### config.mk
export PLATFORM = sky130hd
export DESIGN_NAME = serial_status_hub
export DESIGN_NICKNAME = d
export VERILOG_FILES = /design/src/rtl/sstat_pkg.sv /design/src/rtl/sstat_modem_watch.sv /design/src/rtl/sstat_flag_bank.sv /design/src/rtl/serial_status_hub.sv
export SDC_FILE = /design/constraint.sdc
export NUM_CORES = 1
export LEC_CHECK = 0
export BUFFER_PORTS_ARGS = -buffer_cell sky130_fd_sc_hd__buf_2
export CORE_ASPECT_RATIO = 1.75
export CORE_MARGIN = 5
export CORE_UTILIZATION = 44
export CTS_CLUSTER_DIAMETER = 80
export CTS_CLUSTER_SIZE = 12
export DETAILED_ROUTE_END_ITERATION = 10
export GPL_ROUTABILITY_DRIVEN = 1
export PLACE_DENSITY = 0.78
export SYNTH_ARGS = -nofsm -noshare
export SYNTH_HDL_FRONTEND = slang
export SYNTH_SLANG_ARGS = --single-unit
export TNS_END_PERCENT = 50
### constraint.sdc
create_clock -name clk -period 1.4 [get_ports clk]
set_input_delay 0.42 -clock clk [delete_from_list [all_inputs] [get_ports clk]]
set_output_delay 0.42 -clock clk [all_outputs]
set_load 0.01 [all_outputs]
### src/rtl/sstat_pkg.sv
package sstat_pkg;

    localparam int WORD_W        = 32;
    localparam int MODE_W        = 4;
    localparam int MODEM_LANES   = 4;

    // status word bit positions
    localparam int POS_TXRDY     = 0;
    localparam int POS_TXEMPTY   = 1;
    localparam int POS_RXBUF     = 2;
    localparam int POS_PARITY    = 4;
    localparam int POS_FRAMING   = 5;
    localparam int POS_OVERRUN   = 6;
    localparam int POS_BREAK     = 7;
    localparam int POS_TIMEOUT   = 8;
    localparam int POS_SHARED    = 9;
    localparam int POS_NACK      = 10;
    localparam int POS_MCHG_BASE = 16;
    localparam int POS_RI_LVL    = 24;

    // lane index of the ring-indicator line
    localparam int LANE_RI       = 3;

    typedef struct packed {
        logic parity;
        logic framing;
        logic overrun;
        logic brk;
        logic shared;
        logic nack;
        logic timeout;
    } flag_set_t;

endpackage

### src/rtl/sstat_modem_watch.sv
module sstat_modem_watch #(
    parameter int LANES  = 4,
    parameter int STAGES = 2
) (
    input  logic             clk,
    input  logic             rst_n,
    input  logic [LANES-1:0] pins,
    input  logic             clr,
    output logic [LANES-1:0] level,
    output logic [LANES-1:0] changed
);

    localparam int LAST = STAGES - 1;

    typedef struct packed {
        logic [STAGES-1:0][LANES-1:0] sync;
        logic [LANES-1:0]             prev;
        logic [LANES-1:0]             chg;
    } st_t;

    st_t cur_q, nxt_d;
    logic [LANES-1:0] edge_w;

    always_comb begin
        nxt_d        = cur_q;
        nxt_d.sync[0] = pins;
        for (int i = 1; i < STAGES; i++) begin
            nxt_d.sync[i] = cur_q.sync[i-1];
        end
        edge_w     = cur_q.sync[LAST] ^ cur_q.prev;
        nxt_d.prev = cur_q.sync[LAST];
        // a detected edge wins over a clearing read
        nxt_d.chg  = edge_w | (cur_q.chg & ~{LANES{clr}});
    end

    always_ff @(posedge clk or negedge rst_n) begin
        if (!rst_n) cur_q <= '0;
        else        cur_q <= nxt_d;
    end

    assign level   = cur_q.sync[LAST];
    assign changed = cur_q.chg;

    for (genvar g = 0; g < LANES; g++) begin : g_chk
        // an edge always lands in the flag
        a_r1_edge_sets: assert property (@(posedge clk) disable iff (!rst_n)
            (cur_q.sync[LAST][g] != cur_q.prev[g]) |=> cur_q.chg[g]);
        // the flag holds without a read
        a_r2_holds: assert property (@(posedge clk) disable iff (!rst_n)
            (cur_q.chg[g] && !clr) |=> cur_q.chg[g]);
        // a quiet read clears the flag
        a_r2_read_clears: assert property (@(posedge clk) disable iff (!rst_n)
            (clr && (cur_q.sync[LAST][g] == cur_q.prev[g])) |=> !cur_q.chg[g]);
    end

endmodule

### src/rtl/sstat_flag_bank.sv
module sstat_flag_bank
    import sstat_pkg::*;
#(
    parameter int                MODE_BITS = MODE_W,
    parameter logic [MODE_W-1:0] SPI_SLAVE = 4'hF
) (
    input  logic                 clk,
    input  logic                 rst_n,
    input  logic [MODE_BITS-1:0] mode,
    input  logic                 ev_parity,
    input  logic                 ev_framing,
    input  logic                 ev_overrun,
    input  logic                 ev_break,
    input  logic                 ev_nack,
    input  logic                 ev_repeat,
    input  logic                 ev_underrun,
    input  logic                 clr_err,
    input  logic                 clr_nack,
    input  logic                 tmo_start,
    input  logic                 tmo_expire,
    input  logic                 tmo_zero,
    output flag_set_t            flags
);

    typedef struct packed {
        flag_set_t f;
        logic      armed;
    } st_t;

    st_t  cur_q, nxt_d;
    logic spi_mode;
    logic shared_ev;

    always_comb begin
        nxt_d     = cur_q;
        spi_mode  = (mode == MODE_BITS'(SPI_SLAVE));
        shared_ev = spi_mode ? ev_underrun : ev_repeat;

        // error group: set has priority over the clear command
        nxt_d.f.parity  = ev_parity  | (cur_q.f.parity  & ~clr_err);
        nxt_d.f.framing = ev_framing | (cur_q.f.framing & ~clr_err);
        nxt_d.f.overrun = ev_overrun | (cur_q.f.overrun & ~clr_err);
        nxt_d.f.brk     = ev_break   | (cur_q.f.brk     & ~clr_err);
        nxt_d.f.shared  = shared_ev  | (cur_q.f.shared  & ~clr_err);

        // NACK has its own clear
        nxt_d.f.nack    = ev_nack    | (cur_q.f.nack    & ~clr_nack);

        // timeout: armed by a start, consumed by an expiry
        nxt_d.armed     = tmo_start | (cur_q.armed & ~tmo_expire);
        if (tmo_zero) begin
            nxt_d.f.timeout = 1'b0;
        end else begin
            nxt_d.f.timeout = (tmo_expire & cur_q.armed)
                            | (cur_q.f.timeout & ~tmo_start);
        end
    end

    always_ff @(posedge clk or negedge rst_n) begin
        if (!rst_n) cur_q <= '0;
        else        cur_q <= nxt_d;
    end

    assign flags = cur_q.f;

    // error flags hold until the error-reset command
    a_r4_parity_holds: assert property (@(posedge clk) disable iff (!rst_n)
        (cur_q.f.parity && !clr_err) |=> cur_q.f.parity);
    a_r4_break_holds: assert property (@(posedge clk) disable iff (!rst_n)
        (cur_q.f.brk && !clr_err) |=> cur_q.f.brk);
    // set beats clear
    a_r10_framing_set_wins: assert property (@(posedge clk) disable iff (!rst_n)
        ev_framing |=> cur_q.f.framing);
    // NACK untouched by the error-reset command
    a_r5_nack_holds: assert property (@(posedge clk) disable iff (!rst_n)
        (cur_q.f.nack && !clr_nack) |=> cur_q.f.nack);
    // in SPI slave mode a repetition event alone cannot set bit 9
    a_r6_spi_ignores_repeat: assert property (@(posedge clk) disable iff (!rst_n)
        (spi_mode && !ev_underrun && !cur_q.f.shared) |=> !cur_q.f.shared);
    // zero timeout value keeps the flag low
    a_r7_zero_blocks: assert property (@(posedge clk) disable iff (!rst_n)
        tmo_zero |=> !cur_q.f.timeout);
    // without arming, an expiry cannot raise the flag
    a_r7_needs_arm: assert property (@(posedge clk) disable iff (!rst_n)
        (!cur_q.armed && !cur_q.f.timeout) |=> !cur_q.f.timeout);

endmodule

### src/rtl/serial_status_hub.sv
module serial_status_hub
    import sstat_pkg::*;
#(
    parameter int SYNC_STAGES = 2
) (
    input  logic              clk,
    input  logic              rst_n,
    input  logic [MODE_W-1:0] mode_sel,
    input  logic              tx_en,
    input  logic              hold_busy,
    input  logic              shift_busy,
    input  logic              brk_req,
    input  logic              rx_parity_err,
    input  logic              rx_frame_err,
    input  logic              rx_overrun,
    input  logic              rx_break,
    input  logic              rx_nack,
    input  logic              rep_limit,
    input  logic              spi_underrun,
    input  logic              tmo_start,
    input  logic              tmo_expire,
    input  logic              tmo_zero,
    input  logic              rst_err_cmd,
    input  logic              rst_nack_cmd,
    input  logic              rxdma_full,
    input  logic              cts_pin,
    input  logic              dcd_pin,
    input  logic              dsr_pin,
    input  logic              ri_pin,
    input  logic              rd_en,
    output logic [WORD_W-1:0] rd_data,
    input  logic              mask_we,
    input  logic [WORD_W-1:0] mask_wdata,
    output logic              irq
);

    typedef struct packed {
        logic [WORD_W-1:0] mask;
    } st_t;

    st_t                    cur_q, nxt_d;
    flag_set_t              flags;
    logic [MODEM_LANES-1:0] mlvl;
    logic [MODEM_LANES-1:0] mchg;
    logic [WORD_W-1:0]      status_w;

    sstat_modem_watch #(
        .LANES  (MODEM_LANES),
        .STAGES (SYNC_STAGES)
    ) u_modem (
        .clk     (clk),
        .rst_n   (rst_n),
        .pins    ({ri_pin, dsr_pin, dcd_pin, cts_pin}),
        .clr     (rd_en),
        .level   (mlvl),
        .changed (mchg)
    );

    sstat_flag_bank #(
        .MODE_BITS (MODE_W),
        .SPI_SLAVE (4'hF)
    ) u_flags (
        .clk         (clk),
        .rst_n       (rst_n),
        .mode        (mode_sel),
        .ev_parity   (rx_parity_err),
        .ev_framing  (rx_frame_err),
        .ev_overrun  (rx_overrun),
        .ev_break    (rx_break),
        .ev_nack     (rx_nack),
        .ev_repeat   (rep_limit),
        .ev_underrun (spi_underrun),
        .clr_err     (rst_err_cmd),
        .clr_nack    (rst_nack_cmd),
        .tmo_start   (tmo_start),
        .tmo_expire  (tmo_expire),
        .tmo_zero    (tmo_zero),
        .flags       (flags)
    );

    // status word assembly
    always_comb begin
        status_w              = '0;
        status_w[POS_TXRDY]   = tx_en & ~hold_busy & ~brk_req;
        status_w[POS_TXEMPTY] = tx_en & ~hold_busy & ~shift_busy;
        status_w[POS_RXBUF]   = rxdma_full;
        status_w[POS_PARITY]  = flags.parity;
        status_w[POS_FRAMING] = flags.framing;
        status_w[POS_OVERRUN] = flags.overrun;
        status_w[POS_BREAK]   = flags.brk;
        status_w[POS_TIMEOUT] = flags.timeout;
        status_w[POS_SHARED]  = flags.shared;
        status_w[POS_NACK]    = flags.nack;
        for (int i = 0; i < MODEM_LANES; i++) begin
            status_w[POS_MCHG_BASE + i] = mchg[i];
        end
        status_w[POS_RI_LVL]  = mlvl[LANE_RI];
    end

    always_comb begin
        nxt_d = cur_q;
        if (mask_we) nxt_d.mask = mask_wdata;
    end

    always_ff @(posedge clk or negedge rst_n) begin
        if (!rst_n) cur_q <= '0;
        else        cur_q <= nxt_d;
    end

    assign rd_data = status_w;
    assign irq     = |(status_w & cur_q.mask);

    // mask captures the written value
    a_r11_mask_load: assert property (@(posedge clk) disable iff (!rst_n)
        mask_we |=> (cur_q.mask == $past(mask_wdata)));
    // empty transmitter with no break pending is also ready
    a_r8_empty_implies_ready: assert property (@(posedge clk) disable iff (!rst_n)
        (rd_data[POS_TXEMPTY] && !brk_req) |-> rd_data[POS_TXRDY]);

endmodule

Word-level counts from Yosys, hierarchy flattened
Cells that the tools add are included.

Reductions and logical operators: 1. Multiplexer cells: 2. Eq/ne operators: 1. Bitwise gates (word level): 32.

Operators by type and width (count): AND 25 x 32 -> 32 bit (1); OR reduction 32 bit (1); AND 1 bit (12); OR 1 bit (8); NOT 1 bit (7); AND 4 bit (1); equality test 4 bit, second input constant (1); NOT 4 bit (1); OR 4 bit (1); XOR 4 bit (1); two-way mux 1 bit (2).

Flip-flop bits (word level): 56. Output and inout port bits: 33. Word-level logic and storage cells: 49. Input bits: 61.

Depth between registers and ports, before layout
Depth in word-level cells: 5. Mapped depth: 3. Mapped depth without buffers: 3.

Cells and area by module
From an unflattened synthesis, not the netlist that was laid out.

Cells, all modules: 129. Area total of the unflattened synthesis: 1715.4 µm².

By module, submodules not included: serial_status_hub (sequential area each 375.4 µm², area an instance 837.1 µm², instances 1, cells each 62); sstat_modem_watch (sequential area each 400.4 µm², area an instance 530.5 µm², instances 1, cells each 36); sstat_flag_bank (sequential area each 200.2 µm², area an instance 347.8 µm², instances 1, cells each 31).

Least setup slack after synthesis
No wires, ideal clock.

Path kind: input to output. From: input hold_busy. To: output irq. Required time: 0.980 ns. Data arrival time: 1.090 ns. Path buffers: 0. Stages: 3. Path slack: -0.110 ns. Cells stage by stage: nor3b_1 > a22oi_1 > nand4_1.

Cells in the longest elaborated chain, start to end: 5. Elaborated cells between the ends (all ways): 6. Classes of those cells: bitwise (5); reduce/logical (1).

Ends and longest elaborated chain: start: declaration (line serial_status_hub.sv:10) `input logic hold_busy,`; NOT 1 bit (*) (line serial_status_hub.sv:84, serial_status_hub.sv:85); AND 1 bit (*) (line serial_status_hub.sv:84, serial_status_hub.sv:85); AND 1 bit, on equally long branches (line serial_status_hub.sv:84, serial_status_hub.sv:85); AND 25 x 32 -> 32 bit (*) (line serial_status_hub.sv:111) `assign irq = |(status_w & cur_q.mask);`; OR reduction 32 bit (*) (line serial_status_hub.sv:111); end: declaration (line serial_status_hub.sv:34) `output logic irq`.

Mark *: on every way between the ends. The rest lies on a longest branch, timed or not.

Worst setup path in the final report
From: register cur_q[6] in the netlist's numbering. To: output irq.

Cells in the longest elaborated chain, start to end: 2.

Ends and longest elaborated chain: start: declaration (line serial_status_hub.sv:41) `st_t cur_q, nxt_d;`; start signal: assignment (line serial_status_hub.sv:107) `else cur_q <= nxt_d;`; AND 25 x 32 -> 32 bit (line serial_status_hub.sv:111); OR reduction 32 bit (line serial_status_hub.sv:111).

No other way between the ends.

==> impl_metrics.env <==
export IMPL_status="complete, but fails checks"
export IMPL_violations="setup timing"
export IMPL_yosys_top_cells_area="dfrtp_1 58%, buf_4 14%, mux2_4 8.9%, mux2_2 3.3%, a21o_1 2.2%"
export IMPL_power_leakage_nw=1.099
export IMPL_synthMuxAreaShare_pct=12.21
export IMPL_grt_util_all_layers_pct=13.01
export IMPL_htreeDepth=2
export IMPL_syn_area_per_cell_um2=13.42
export IMPL_post_route_util_pct=57.90
export IMPL_ir_drop_mv=0.8830
export IMPL_synth_compound_area_share_pct=8.216
export IMPL_grt_overflow_total=0
export IMPL_rsz0062_at_grt="yes"
export IMPL_dr_total_vias=1027
export IMPL_gp_congestion=0.7184
export IMPL_drtIter0Drc=14
export IMPL_end_kind="output pin"
export IMPL_nFillCells=334
export IMPL_ios=94
export IMPL_synthSimpleGateAreaFrac_pct=2.813
export IMPL_die_h_um=92.00
export IMPL_wl_mm=3.163
export IMPL_postRouteAntennaNets=0
export IMPL_crit_fanout=2
export IMPL_fp_coreArea_mm2=0.003665
export IMPL_synth_edf_count=0
export IMPL_cts_buffers=5
export IMPL_clock_fmax_mhz=519.2
export IMPL_fin_cells=235
export IMPL_ys_warnings_count=0
export IMPL_timing_max_cap_violations=0
export IMPL_r2r_setup_slack_ns=0.45
export IMPL_finalCriticalPeriod_ns=1.926
export IMPL_synth_cells=126
export IMPL_yosysMostFrequentCell="dfrtp_1"
export IMPL_ctsLongestPathBuffers=2
export IMPL_drtPass1Iterations=4
export IMPL_synth_top_family_by_area="buffers and inverters"
export IMPL_async_reset_ff_share_pct=100.0
export IMPL_crit_arrival_ns=1.51
export IMPL_slew_violations=0
export IMPL_rows=29
export IMPL_ys_flop_type="dfrtp_1"
export IMPL_ys_ff_latch=39
export IMPL_hpwl_mm=2.463
export IMPL_multiInputGateArea_um2=508.0
export IMPL_cts_tree="done"
export IMPL_clk_pin_slew_ns=0.07
export IMPL_drive_gt1_share_pct=51.85
export IMPL_clkLatencyLatePin_ns=0.28
export IMPL_power_density_mw_per_mm2=1156
export IMPL_hold_ws_ns=0.08595
export IMPL_synth_commonest_cells="39 x dfrtp_1, 31 x buf_4, 10 x mux2_4"
export IMPL_hold_viol=0
export IMPL_cp_start_kind="register"
export IMPL_finalCritPeriodShare_pct=137.6
export IMPL_grt_max_degree=40
export IMPL_dieArea_mm2=0.005230
export IMPL_finalNetCount=249
export IMPL_worstPathRequired_ns=0.98
export IMPL_post_drt_wl_per_cell_um=13.46
export IMPL_synth_fa_ha_area_share_pct=0
export IMPL_clock_sinks=39
export IMPL_ff_latch_area_um2=975.9
export IMPL_dpl_worst_slack_ns=-0.2506
export IMPL_drc_errors=0
export IMPL_synth_xor_area_share_pct=2.073
export IMPL_ys_seq_area_share_pct=57.74
export IMPL_place_port_buffers=59
export IMPL_diodes=0
export IMPL_vias_per_cell=4.370
export IMPL_crit_type="register to output pin"
export IMPL_setup_slack_ns=-0.5259
export IMPL_clockRootBuffer="clkbuf_8"
export IMPL_dpl_cell_count=226
export IMPL_syn_area_mm2=0.001690
export IMPL_finalClockSkew_ns=0.003263
export IMPL_ys_types=23
export IMPL_grt_pass1_wl_mm=5.119
export IMPL_area_growth_pct=25.54
export IMPL_synth_top_cell_area_share_pct=57.74
export IMPL_antenna_found_initial=0
export IMPL_start_util_pct=46.12
export IMPL_final_setup_viol_count=2
export IMPL_cts_hold_buf=0
export IMPL_hp_class="primary input to async pin"
export IMPL_grt_pass1_vias=1109
export IMPL_die_x_um=56.86
export IMPL_synth_area_leader_cell="dfrtp_1"
[critical path, stage by stage (launching register included)]
cell and delay [ns]:
dfrtp_1 0.39, a222oi_1 0.38, and3_1 0.22, nand4_1 0.08, buf_2 0.15
[flip-flops by register name (all words and copies together) (netlist names)]
name / count
cur_q: 15
u_flags.cur_q: 1
u_flags.flags: 7
u_modem.changed: 4
u_modem.cur_q: 8
u_modem.level: 4
[metal layers]
metal / GRT usage [%] / vias to the layer above / part of all wire [%]
met5: 0 / - / 0
met1: 13.41 / 485 / 34
met4: 5.803 / 0 / 1.9
met3: 4.213 / 5 / 6.2
li1: - / 500 / -
met2: 23.46 / 37 / 58
[cells by family after synthesis]
kind of cell / Yosys count
AO/OA/AOI/OAI: 19
XOR/XNOR: 4
buffers and inverters: 40
flip-flops: 39
multiplexers: 15
other: 1
AND/OR/NAND/NOR: 8
[cell usage in the layout, fill, tap and decap left out, types with 2 or more instances in the layout]
| cell | count |
|---|---|
| buf_12 | 2 |
| o21ai_0 | 4 |
| buf_6 | 7 |
| mux2_2 | 5 |
| dfrtp_1 | 39 |
| clkbuf_8 | 7 |
| nand4_1 | 2 |
| inv_1 | 8 |
| buf_4 | 7 |
| mux2_4 | 10 |
| a22oi_1 | 4 |
| xnor2_1 | 4 |
| a21o_1 | 5 |
| nor3b_2 | 2 |
| buf_2 | 55 |
| conb_1 | 17 |
[what timing repair did]
item	CTS	global route
buffers inserted	1	0
setup endpoints to repair	2	5
pin swaps	2	1
resized for setup	3	4
endpoints found under the hold margin	0	0
[final timing paths]
| path | startpoint | endpoint | cells after the start |
|---|---|---|---|
| setup / recovery | cur_q[6] | irq | 4 |
| hold / removal | rst_n | u_modem.changed[2] | 2 |
| setup reg to reg | u_flags.flags[2] | u_flags.flags[2] | 2 |
| hold reg to reg | u_modem.cur_q[8] | u_modem.level[0] | 0 |
| max in group asynchronous | rst_n | cur_q[10] | 2 |
| min in group clk | dcd_pin | u_modem.cur_q[9] | 1 |
[layout make-up]
class                           count  area share [%]
Clock buffer                        7           4.540
Clock inverter                      1          0.3538
Timing Repair Buffer               71           21.05
Multi-Input combinational cell     63           23.94
Sequential cell                    39           45.99
Tap cell                           46           2.712
Inverter                            8           1.415
[where the power goes]
group	internal (mW)	leakage [nW]	switching [mW]
clock network	0.447	0.0505	0.365
registers	1.22	0.447	0.0550
logic	0.217	0.602	0.152
[metrics by stage]
stage / TNS (ns) / area [um^2] / total power, mW
global placement: -0.2283 / 1974 / 1.636
CTS: -0.6140 / 2100 / 2.494
detailed placement: -0.2506 / 1974 / 1.647
finish: -0.5602 / 2122 / 2.454
global route: -0.7072 / 2122 / 2.596
floorplan: 0 / 1767 / 1.535
No activity file was read; power rests on OpenSTA's default activity.
